===== config.mk =====
export PLATFORM = sky130hd
export DESIGN_NAME = fef_unit
export DESIGN_NICKNAME = d
export VERILOG_FILES = /design/src/rtl/fef_pkg.sv /design/src/rtl/fef_sd_classify.sv /design/src/rtl/fef_pattern_gen.sv /design/src/rtl/fef_pattern_det.sv /design/src/rtl/fef_unit.sv
export SDC_FILE = /design/constraint.sdc
export NUM_CORES = 1
export LEC_CHECK = 0
export ABC_CLOCK_PERIOD_IN_PS = 1650
export BUFFER_PORTS_ARGS = -buffer_cell sky130_fd_sc_hd__buf_2
export CAP_MARGIN = 20
export CORE_MARGIN = 2
export CORE_UTILIZATION = 43
export CTS_CLUSTER_SIZE = 16
export DETAILED_ROUTE_END_ITERATION = 8
export GPL_TIMING_DRIVEN = 0
export PLACE_DENSITY = 0.66
export SLEW_MARGIN = 20
export SYNTH_ARGS = -nofsm -noshare
export SYNTH_HDL_FRONTEND = slang
export SYNTH_SLANG_ARGS = --single-unit

===== constraint.sdc =====
create_clock -name clk -period 1.65 [get_ports clk]
set_input_delay 0 -clock clk [delete_from_list [all_inputs] [get_ports clk]]
set_output_delay 0 -clock clk [all_outputs]
set_load 0.02 [all_outputs]

===== src/rtl/fef_pkg.sv =====
// Shared types for the far-end fault unit: the signal-detect level coding
// and the decoded per-mode view used by the top level.
package fef_pkg;
    typedef enum logic [1:0] {
        SD_COPPER     = 2'b00,
        SD_FIBER_DARK = 2'b01,
        SD_FIBER_LIT  = 2'b10,
        SD_FIBER_HI   = 2'b11
    } sd_level_e;

    typedef struct packed {
        logic copper;
        logic fiber_dark;
        logic fiber_lit;
    } sd_class_t;
endpackage


===== src/rtl/fef_sd_classify.sv =====
// Decodes the two-bit signal-detect level into one-hot mode flags.
// Assumes the level is already synchronised to clk by the analog front end.
module fef_sd_classify
    import fef_pkg::*;
(
    input  logic [1:0] sd_level,
    output sd_class_t  cls
);
    // Map each level onto exactly one mode flag.
    always_comb begin
        cls = '0;
        unique case (sd_level)
            SD_COPPER:     cls.copper     = 1'b1;
            SD_FIBER_DARK: cls.fiber_dark = 1'b1;
            default:       cls.fiber_lit  = 1'b1;
        endcase
    end
endmodule


===== src/rtl/fef_pattern_gen.sv =====
// Transmit side: inserts the ones-then-zero fault marker into idle cycles.
// Assumes tx_active marks every cycle that carries MAC data; MAC data is
// always passed through and restarts the marker from its first bit.
module fef_pattern_gen #(
    parameter int ONES_LEN = 84
) (
    input  logic clk,
    input  logic rst_n,
    input  logic insert_en,
    input  logic tx_active,
    input  logic tx_data,
    output logic tx_bit
);
    localparam int PAT_LEN = ONES_LEN + 1;
    localparam int CW      = $clog2(PAT_LEN);
    localparam logic [CW-1:0] LAST = CW'(PAT_LEN - 1);

    logic [CW-1:0] pos;

    // Track the position inside the marker; frames and idle-off restart it.
    always_ff @(posedge clk) begin
        if (!rst_n) begin
            pos <= '0;
        end else if (tx_active || !insert_en) begin
            pos <= '0;
        end else if (pos == LAST) begin
            pos <= '0;
        end else begin
            pos <= pos + 1'b1;
        end
    end

    // Select frame data, marker bit or plain idle ones for the line.
    always_comb begin
        if (tx_active) begin
            tx_bit = tx_data;
        end else if (insert_en) begin
            tx_bit = (pos != LAST);
        end else begin
            tx_bit = 1'b1;
        end
    end
endmodule


===== src/rtl/fef_pattern_det.sv =====
// Receive side: counts idle ones, declares a fault when a zero closes a run
// of at least ONES_LEN ones, and clears it after CLR_PERIODS marker lengths
// of idle time with no new marker. Assumes CLR_PERIODS >= 1.
module fef_pattern_det #(
    parameter int ONES_LEN    = 84,
    parameter int CLR_PERIODS = 2
) (
    input  logic clk,
    input  logic rst_n,
    input  logic det_en,
    input  logic rx_active,
    input  logic rx_data,
    output logic fault_seen
);
    localparam int PAT_LEN    = ONES_LEN + 1;
    localparam int CLEAR_BITS = CLR_PERIODS * PAT_LEN;
    localparam int RW         = $clog2(ONES_LEN + 1);
    localparam int QW         = $clog2(CLEAR_BITS + 1);
    localparam logic [RW-1:0] RUN_FULL  = RW'(ONES_LEN);
    localparam logic [QW-1:0] QUIET_END = QW'(CLEAR_BITS - 1);

    logic [RW-1:0] run_cnt;
    logic [QW-1:0] quiet_cnt;
    logic          hit;

    assign hit = det_en && !rx_active && !rx_data && (run_cnt == RUN_FULL);

    // Count consecutive idle ones, saturating at the marker length.
    always_ff @(posedge clk) begin
        if (!rst_n || !det_en || rx_active) begin
            run_cnt <= '0;
        end else if (!rx_data) begin
            run_cnt <= '0;
        end else if (run_cnt != RUN_FULL) begin
            run_cnt <= run_cnt + 1'b1;
        end
    end

    // Hold the fault flag and time its release over quiet idle cycles.
    always_ff @(posedge clk) begin
        if (!rst_n || !det_en) begin
            fault_seen <= 1'b0;
            quiet_cnt  <= '0;
        end else if (hit) begin
            fault_seen <= 1'b1;
            quiet_cnt  <= '0;
        end else if (fault_seen && !rx_active) begin
            if (quiet_cnt == QUIET_END) begin
                fault_seen <= 1'b0;
                quiet_cnt  <= '0;
            end else begin
                quiet_cnt <= quiet_cnt + 1'b1;
            end
        end
    end
endmodule


===== src/rtl/fef_unit.sv =====
// Top level of the far-end fault unit. Joins level decoding, marker
// insertion and marker detection, and derives the reported link status.
// Assumes all inputs are synchronous to clk, one line bit per cycle.
module fef_unit
    import fef_pkg::*;
#(
    parameter int ONES_LEN    = 84,
    parameter int CLR_PERIODS = 2
) (
    input  logic       clk,
    input  logic       rst_n,
    input  logic [1:0] sd_level,
    input  logic       fault_sig_off,
    input  logic       tx_active,
    input  logic       tx_data,
    input  logic       rx_active,
    input  logic       rx_data,
    output logic       tx_bit,
    output logic       link_up,
    output logic       fault_flag
);
    sd_class_t cls;
    logic      sig_on;
    logic      insert_en;
    logic      det_en;
    logic      fault_seen;

    fef_sd_classify u_cls (
        .sd_level (sd_level),
        .cls      (cls)
    );

    // Gate marker insertion and detection by the control bit and mode.
    always_comb begin
        sig_on    = !fault_sig_off;
        insert_en = sig_on && cls.fiber_dark;
        det_en    = sig_on && !cls.copper;
    end

    fef_pattern_gen #(.ONES_LEN(ONES_LEN)) u_gen (
        .clk       (clk),
        .rst_n     (rst_n),
        .insert_en (insert_en),
        .tx_active (tx_active),
        .tx_data   (tx_data),
        .tx_bit    (tx_bit)
    );

    fef_pattern_det #(.ONES_LEN(ONES_LEN), .CLR_PERIODS(CLR_PERIODS)) u_det (
        .clk        (clk),
        .rst_n      (rst_n),
        .det_en     (det_en),
        .rx_active  (rx_active),
        .rx_data    (rx_data),
        .fault_seen (fault_seen)
    );

    // Report link only for a lit fiber with no received fault in force.
    always_comb begin
        link_up    = cls.fiber_lit && !(sig_on && fault_seen);
        fault_flag = fault_seen;
    end
endmodule


==> Yosys cells after proc, flatten, opt, wreduce, memory -nomap -nowiden <==
Cells that the tools add are included.
{ "word_totals": {"inputBits": 9, "output_inout_bits": 3, "elab_cells": 51, "ff_bits": 23} }
{ "op_classes": {"add_sub_neg": 3, "reduce_logical": 27, "n_eq_ne": 6, "bitwise_logic": 2, "mux": 9} }
{ "ops": {"columns": ["cell", "n"], "rows": [
  ["adder 7 x 1 -> 7 bit, second input constant", 2],
  ["equality test 7 bit, second input constant", 2],
  ["!= test 7 bit, second input constant", 2],
  ["adder 8 x 1 -> 8 bit, second input constant", 1],
  ["equality test 8 bit, second input constant", 1],
  ["logical AND 1 bit", 8],
  ["logical NOT 1 bit", 8],
  ["two-way mux 1 bit", 8],
  ["two-way mux 8 bit", 1],
  ["OR reduction 2 bit", 3],
  ["nonzero test 2 bit", 2],
  ["logical OR 1 bit", 3],
  ["OR reduction 3 bit", 1],
  ["equality test 2 x 1 -> 1 bit, second input constant", 1],
  ["logical NOT 2 bit", 1],
  ["NOT 1 bit", 2],
  ["AND reduction 2 bit", 1]
]} }

==> Logic depth before layout (Yosys ltp) <==
Gate-level depths: netlist (run 1).
{ "logic_depth": {"word_depth": 9, "mapped_depth": 7} }

==> Cells and area by module <==
From an unflattened synthesis (run 1), not the netlist that was laid out.
{ "unflattened": {"hier_cells": 137, "hier_area_um2": 1217.4} }
{ "modules_own_cells": {"columns": ["mod", "instances", "cells_per_inst", "area_per_inst_um2"], "rows": [
  ["fef_pattern_det", 1, 92, 848.3],
  ["fef_pattern_gen", 1, 38, 330.3],
  ["fef_unit", 1, 4, 25.0],
  ["fef_sd_classify", 1, 3, 13.8]
]} }

==> Worst setup path after synthesis (run 1) <==
OpenSTA, ideal clock, no wires.
{ "synth_path": {"kind": "register -> register", "from": "reg u_gen.pos[0]", "to": "reg u_gen.pos[6]", "path_buffers": 1, "period_less_slack_ps": 1469, "arrival_ps": 1399, "path_stages_with_launch": 8, "setup_slack_ps": 181, "cell_sequence": "dfxtp_1 -> inv_1 -> ha_1 -> nand2_1 -> nor4_1 -> or4_1 -> buf_2 -> a21oi_1"} }
{ "synth_between": {"elab_chain_len": 2, "word_cells_on_any_way": 3, "cone_classes": "1 x add/sub; 1 x eq/ne; 1 x reduce/logical"} }
{ "synth_rtl": {"columns": ["item", "line", "rtl"], "rows": [
  ["start, declared", "fef_pattern_gen.sv:18", "logic [CW-1:0] pos;"],
  ["start signal, assigned", "fef_pattern_gen.sv:29", "pos <= pos + 1'b1;"],
  ["parallel branches: the longest is 2 deep, another holds adder 7 x 1 -> 7 bit", null, null]
]} }
Several ways; the timed one is not identified.
A chain may end at the register's enable or synchronous reset.

==> Worst setup path in the final report (run 1) <==
{ "layout_path": {"from": "reg u_gen.pos[1]", "to": "reg u_gen.pos[6]"} }
Same word-level chain as after synthesis.

==> impl_metrics.csv, run 1 <==
group,metric,value,unit
critical_path,cp-end-kind,"register",
cells_and_area,area_delta_synth_final,12.1,%
synthesis,yosys_warnings,0,
critical_path,required,1880,ps
worst_hold_path,min_path_type,"primary input to register",
critical_path,rr_worst_depth,7,
floorplanning,placementRows,18,
worst_hold_path,holdPathStages,3,
placement,port_buffers,11,
critical_path,path_class,"register to register",
sta,rsz0062_at_grt,"no",
floorplanning,die_w,55.4,um
floorplanning,start_util,45.4,%
global_routing,overflow,0,
cells_and_area,stdcell_count,173,
critical_path,reg2reg_from,"u_gen.pos[1]$_SDFF_PP0_",
worst_hold_path,hold_path_end,"u_det.fault_seen$_SDFFE_PP0P_",
cells_and_area,nNetsFinal,159,
sta,finalMaxSlewViolations,0,
cts,clk_latency,300,ps
placement,placed_area,1230,um^2
synthesis,synthArstFlopShare,0,%
routing,ant_nets,0,
synthesis,synth_top_area_share,40.5,%
routing,drt-initial-drc-count,4,
pwr,cellPowerDensity,667,nW/um^2
floorplanning,floorplan.die_area,3070,um^2
sta,tightestPinTransition,420,ps
synthesis,synth_area_leaders,"dfxtp_1 (41%), xnor2_1 (9.3%), nor2_1 (7.6%)",
routing,vias_per_cell,4.92,
cts,cts.clk_slew.worst_paths,120,ps
synthesis,syn_inst,126,
synthesis,netlist_area,1140,um^2
floorplanning,coreArea,2500,um^2
floorplanning,dieHeight,55.4,um
sta,fin_skew,6.97,ps
routing,vias,851,
global_routing,grt_max_degree,13,
cts,cts_tree,"done",
placement,place.gp.congestion,0.792,
synthesis,synthTopCellsByCount,"dfxtp_1 (23), nor2_1 (23), xnor2_1 (12), inv_1 (7), nand2_1 (7)",
routing,avgRoutedWirePerCell,10.9,um
synthesis,ys.flop_type,"dfxtp_1",
global_routing,antenna_found_initial,0,
cts,htree_levels,1,
routing,dr.pass1.iters,4,
placement,placedCellCount,167,
cells_and_area,stdcell_area,1270,um^2
global_routing,grt_first_pass_wirelength,3200,um
cells_and_area,fin_util,51.0,%
critical_path,r2r_slack,100,ps
critical_path,timing.rr.end,"u_gen.pos[6]$_SDFF_PP0_",
routing,routed_wl,1890,um
cts,cts_sinks,23,
sta,fmax,0.647,GHz
synthesis,syn_nets,141,
cts,cts-root-buf,"clkbuf_4",
critical_path,cp-start-kind,"register",
cells_and_area,drive_gt1_share,17.5,%
cts,clk_path_buf_depth,2,
run_status,status,"finished clean",
synthesis,yosysTopAreaCell,"dfxtp_1",
job,cap_viol_max_count,0,
floorplanning,num_io_pins,12,
routing,drc,0,
sta,hold_viol_final,0,
sta,min_period,1550,ps
synthesis,ys_types,34,
worst_hold_path,worstHoldStart,"fault_sig_off",
pwr,power,0.849,mW
pwr,ir_worst_vdd,0.407,mV
synthesis,synth_area_per_cell,9.02,um^2
cts,cts_buffers,3,
synthesis,ys_ff_latch,23,
global_routing,grt.total_usage,13.1,%
sta,maxSlewHeadroom,71.9,%
synthesis,synth-edff-count,0,
sta,finalSetupViolCount,0,
critical_path,cp.arrival,1780,ps
sta,min_period_over_period,93.7,%
synthesis,yosysSeqAreaShare,40.5,%
placement,dpl.hpwl,1500,um
sta,setup_tns,0,ps
critical_path,critPathMaxFanout,7,
cells_and_area,diodes,0,
pwr,leakage,0.447,nW
global_routing,first_global_vias,777,
==> cells by family (layout without fill, tap and decap cells) <==
logic type	after synthesis	in the layout	synth area share, %
multiplexers	1	1	0.881
buffers and inverters	9	26	3.19
XOR/XNOR	17	17	13.1
flip-flops	23	23	40.5
AO/OA/AOI/OAI	8	8	4.96
adder cells (fa/ha/maj)	6	6	6.61
AND/OR/NAND/NOR	62	62	30.7
==> metal layers <==
layer | GRT usage [%] | wire length (um) | vias up | share of wire [%]
li1 | - | - | 456 | -
met1 | 17.0 | 947 | 386 | 50
met2 | 21.1 | 892 | 7 | 47
met3 | 2.11 | 41 | 2 | 2.2
met4 | 6.27 | 12 | 0 | 0.63
met5 | 0 | 0 | - | 0
==> power breakdown <==
group	total (mW)	internal [mW]	switching, mW	leakage, nW
logic	0.0461	0.0216	0.0245	0.246
registers	0.557	0.556	0.000932	0.186
clock network	0.246	0.0941	0.152	0.0150
total	0.849	0.672	0.178	0.447
==> worst max-delay path, stage by stage, from the launching register on <==
cell	delay (ps)
dfxtp_1	370
inv_1	60
ha_1	170
nand2_1	60
nor4_1	50
or4_1	490
buf_2	170
a21oi_1	110
==> cell type report <==
cell class,count,area (um^2)
sequential,23,462
buffer,2,10.0
tap,30,37.5
multi-input combinational,94,639
clock buffer,4,26.3
timing repair buffer,13,72.6
inverter,7,26.3
fill,235,1230
==> per-stage QoR <==
step / hold slack (ps) / setup WS, ps
3_5_place_dp: 294 / 60.4
6_report: 32.4 / 104
3_3_place_gp: 294 / 112
5_1_grt: 24.5 / 1.58
4_1_cts: 17.1 / 44.2
2_1_floorplan: 141 / 181
==> worst max-delay path by stage <==
| stage | start | to | slack, ps | cells past startpoint |
|---|---|---|---|---|
| after global routing | u_gen.pos[1]$_SDFF_PP0_ | u_gen.pos[3]$_SDFF_PP0_ | 2 | 7 |
| after global placement | u_gen.pos[0]$_SDFF_PP0_ | u_gen.pos[6]$_SDFF_PP0_ | 110 | 7 |
| after floorplan | u_gen.pos[0]$_SDFF_PP0_ | u_gen.pos[6]$_SDFF_PP0_ | 180 | 7 |
| final | u_gen.pos[1]$_SDFF_PP0_ | u_gen.pos[6]$_SDFF_PP0_ | 100 | 7 |
| after detailed placement | u_gen.pos[0]$_SDFF_PP0_ | u_gen.pos[6]$_SDFF_PP0_ | 60 | 7 |
| after CTS | u_gen.pos[0]$_SDFF_PP0_ | u_gen.pos[3]$_SDFF_PP0_ | 40 | 7 |
==> placed cells by master (no fill, tap or decap), types with 2 or more instances in the layout <==
cell | synthesis | layout
dfxtp_1 | 23 | 22
and3_1 | 2 | 2
xor2_1 | 5 | 5
xnor2_1 | 12 | 12
nand2_1 | 7 | 7
inv_1 | 7 | 7
ha_1 | 6 | 6
nor2_2 | 2 | 2
clkbuf_4 | 0 | 3
nand3_1 | 5 | 5
or4_1 | 2 | 2
a21oi_1 | 3 | 3
nand2b_4 | 2 | 2
buf_2 | 2 | 13
nor2b_1 | 2 | 2
nor2_1 | 23 | 23
nand4_1 | 2 | 2
nor3_1 | 4 | 4
==> state kept, by name, indices dropped and copies added (netlist names) <==
signal / flops
u_det.fault_seen: 1
u_det.quiet_cnt: 8
u_det.run_cnt: 7
u_gen.pos: 7
==> timing repair <==
action                     CTS  global route
hold buffers                 1             0
hold endpoints to repair     1             0
buffers inserted             0             1
resized for setup            0             1
setup endpoints to repair    0             7
(Power assumes the default switching activity.)
==> inputs of run 2 (changes only) <==
--- a/config.mk
+++ b/config.mk
@@ -9,11 +9,11 @@
 export BUFFER_PORTS_ARGS = -buffer_cell sky130_fd_sc_hd__buf_2
 export CAP_MARGIN = 20
 export CORE_MARGIN = 2
-export CORE_UTILIZATION = 43
+export CORE_UTILIZATION = 55
 export CTS_CLUSTER_SIZE = 16
 export DETAILED_ROUTE_END_ITERATION = 8
 export GPL_TIMING_DRIVEN = 0
-export PLACE_DENSITY = 0.66
+export PLACE_DENSITY = 0.8
 export SLEW_MARGIN = 20
 export SYNTH_ARGS = -nofsm -noshare
 export SYNTH_HDL_FRONTEND = slang
==> impl_metrics.csv, run 2 (same netlist as run 1, synthesis figures left out) <==
group,metric,value,unit
run_status,status,"finished clean",
critical_path,worstSetupEndpoint,"u_gen.pos[3]$_SDFF_PP0_",
sta,hold_viol_final,0,
floorplanning,floorplan.die_area,2450,um^2
cells_and_area,largestRegisters,"u_det.quiet_cnt: 8 flops, u_det.run_cnt: 7 flops, u_gen.pos: 7 flops",
job,cap_viol_max_count,0,
sta,tightestPinTransition,406,ps
global_routing,grt_first_pass_wirelength,3530,um
sta,setup_tns,0,ps
critical_path,crit_chain,"inv_1 -> ha_1 -> nand2_1 -> nor4_1 -> or4_1 -> buf_6 -> nor2_1",
cts,cts.clk_slew.worst_paths,120,ps
cts,htree_levels,1,
sta,min_period_over_period,92.0,%
global_routing,overflow,0,
routing,dr.pass1.iters,5,
cts,clk_path_buf_depth,2,
pwr,swShare,21.3,%
routing,vias,894,
critical_path,cp-start-kind,"register",
routing,vias_per_cell,5.20,
routing,avgRoutedWirePerCell,11.5,um
pwr,clockPowerShare,29.3,%
critical_path,critPathMaxFanout,7,
placement,place.gp.congestion,0.786,
pwr,power_switching,0.182,mW
cts,cts_sinks,23,
sta,maxSlewHeadroom,72.9,%
sta,finalSetupViolCount,0,
worst_hold_path,min_path_type,"primary input to register",
critical_path,reg2reg_from,"u_gen.pos[0]$_SDFF_PP0_",
routing,routed_wl,1980,um
sta,finalMaxSlewViolations,0,
sta,fin_skew,4.11,ps
global_routing,antenna_found_initial,0,
cts,cts_tree,"done",
cells_and_area,layout_common_cells,"nor2_1 (22), dfxtp_1 (21), buf_2 (12), xnor2_1 (12)",
cells_and_area,diodes,0,
placement,port_buffers,11,
cells_and_area,fillers,176,
floorplanning,dieHeight,49.5,um
pwr,pwr-share-seq,65.2,%
cells_and_area,area_delta_synth_final,14.3,%
cts,clk_latency,300,ps
critical_path,cp.arrival,1760,ps
sta,min_period,1520,ps
cells_and_area,regMostFlops,"u_det.quiet_cnt",
critical_path,r2r_slack,130,ps
cells_and_area,final_common_cell,"nor2_1",
floorplanning,num_io_pins,12,
critical_path,timing.rr.end,"u_gen.pos[3]$_SDFF_PP0_",
sta,rsz0062_at_grt,"no",
cts,cts_buffers,3,
floorplanning,start_util,57.9,%
placement,post-place-ws,78.4,ps
routing,ant_nets,0,
critical_path,worst_path_max_delay_cell,"or4_1",
floorplanning,die_w,49.5,um
critical_path,cp-end-kind,"register",
critical_path,rr_worst_depth,7,
cells_and_area,drive_gt1_share,20.7,%
placement,dpl.hpwl,1480,um
critical_path,crit_path_start,"u_gen.pos[0]$_SDFF_PP0_",
cells_and_area,nNetsFinal,161,
routing,drc,0,
pwr,cellPowerDensity,658,nW/um^2
critical_path,required,1900,ps
cells_and_area,largest_reg_flops,8,
sta,postLayoutSetupSlackWorst,132,ps
pwr,ir_worst_vdd,0.426,mV
routing,drt-initial-drc-count,13,
global_routing,grt.total_usage,18.3,%
pwr,leakage,0.462,nW
floorplanning,placementRows,16,
sta,fmax,0.659,GHz
pwr,power_frac_comb,5.5,%
floorplanning,coreArea,1960,um^2
global_routing,first_global_vias,861,
cts,cts-root-buf,"clkbuf_4",
pwr,internal-power,0.672,mW
global_routing,grt_max_degree,13,
critical_path,slowest_delay,530,ps
critical_path,path_class,"register to register",
run 2: changes by cell type in the layout (fill, tap and decap cells not counted), sizes merged:
| cell | previous run | this run |
|---|---|---|
| buf | 14 | 16 |
run 2: final cells by class:
| class | count | area (um^2) | share of cell area, % |
|---|---|---|---|
| flip-flops and latches | 23 | 463 | 35.6 |
| plain buffers | 2 | 16.3 | 1.25 |
| well taps | 27 | 33.8 | 2.60 |
| inverters | 7 | 26.3 | 2.02 |
| multi-input cells | 94 | 646 | 49.7 |
| clock buffers | 4 | 26.3 | 2.02 |
| repair buffers | 15 | 87.6 | 6.74 |
run 2: timing repair:
action	4_1_cts	5_1_grt
endpoints found under the setup margin	0	8
hold buffers	1	0
gates resized for setup	0	7
endpoints found under the hold margin	1	0
setup buffers	0	3
run 2: worst min-delay path by stage:
| stage | from | to | cells after the start |
|---|---|---|---|
| after floorplan | rst_n | u_det.fault_seen$_SDFFE_PP0P_ | 2 |
| after global placement | rst_n | u_det.fault_seen$_SDFFE_PP0P_ | 3 |
| after detailed placement | rst_n | u_det.fault_seen$_SDFFE_PP0P_ | 3 |
| after CTS | fault_sig_off | u_det.fault_seen$_SDFFE_PP0P_ | 3 |
| after global routing | fault_sig_off | u_det.fault_seen$_SDFFE_PP0P_ | 3 |
| final | fault_sig_off | u_det.fault_seen$_SDFFE_PP0P_ | 3 |
run 2: critical path, delay by kind of cell, from the launching register on:
kind                       cells  cell delay, ps
adders and majority gates      1             180
DFF                            1             360
buffers and inverters          2             200
and+or+nand+nor                4             730
run 2: per-stage QoR:
| stage | area [um^2] | hold WS, ps | instances | utilization (%) | total power, mW |
|---|---|---|---|---|---|
| floorplan | 1140 | 141 | 126 | - | 0.593 |
| global placement | 1220 | 282 | 164 | 62.4 | 0.612 |
| detailed placement | 1220 | 288 | 164 | 62.4 | 0.613 |
| CTS | 1260 | 29.3 | 169 | 64.3 | 0.864 |
| global route | 1300 | 40.4 | 172 | 66.2 | 0.886 |
| finish | 1300 | 40.4 | 172 | 66.2 | 0.855 |
run 2: power groups by stage:
stage                     combinational, mW  sequential (mW)  clock (mW)
final                                0.0467            0.557       0.251
after CTS                            0.0452            0.558       0.261
after global placement               0.0422            0.570           0
after floorplan                      0.0238            0.570           0
after global routing                 0.0514            0.558       0.277
after detailed placement             0.0434            0.570           0
run 2: metal layers:
| metal | track usage [%] | routed length (um) | vias to the layer above |
|---|---|---|---|
| li1 | - | - | 460 |
| met1 | 20.5 | 876 | 421 |
| met2 | 35.4 | 1050 | 13 |
| met3 | 3.64 | 52 | 0 |
| met4 | 4.17 | 0 | 0 |
| met5 | 0 | 0 | - |
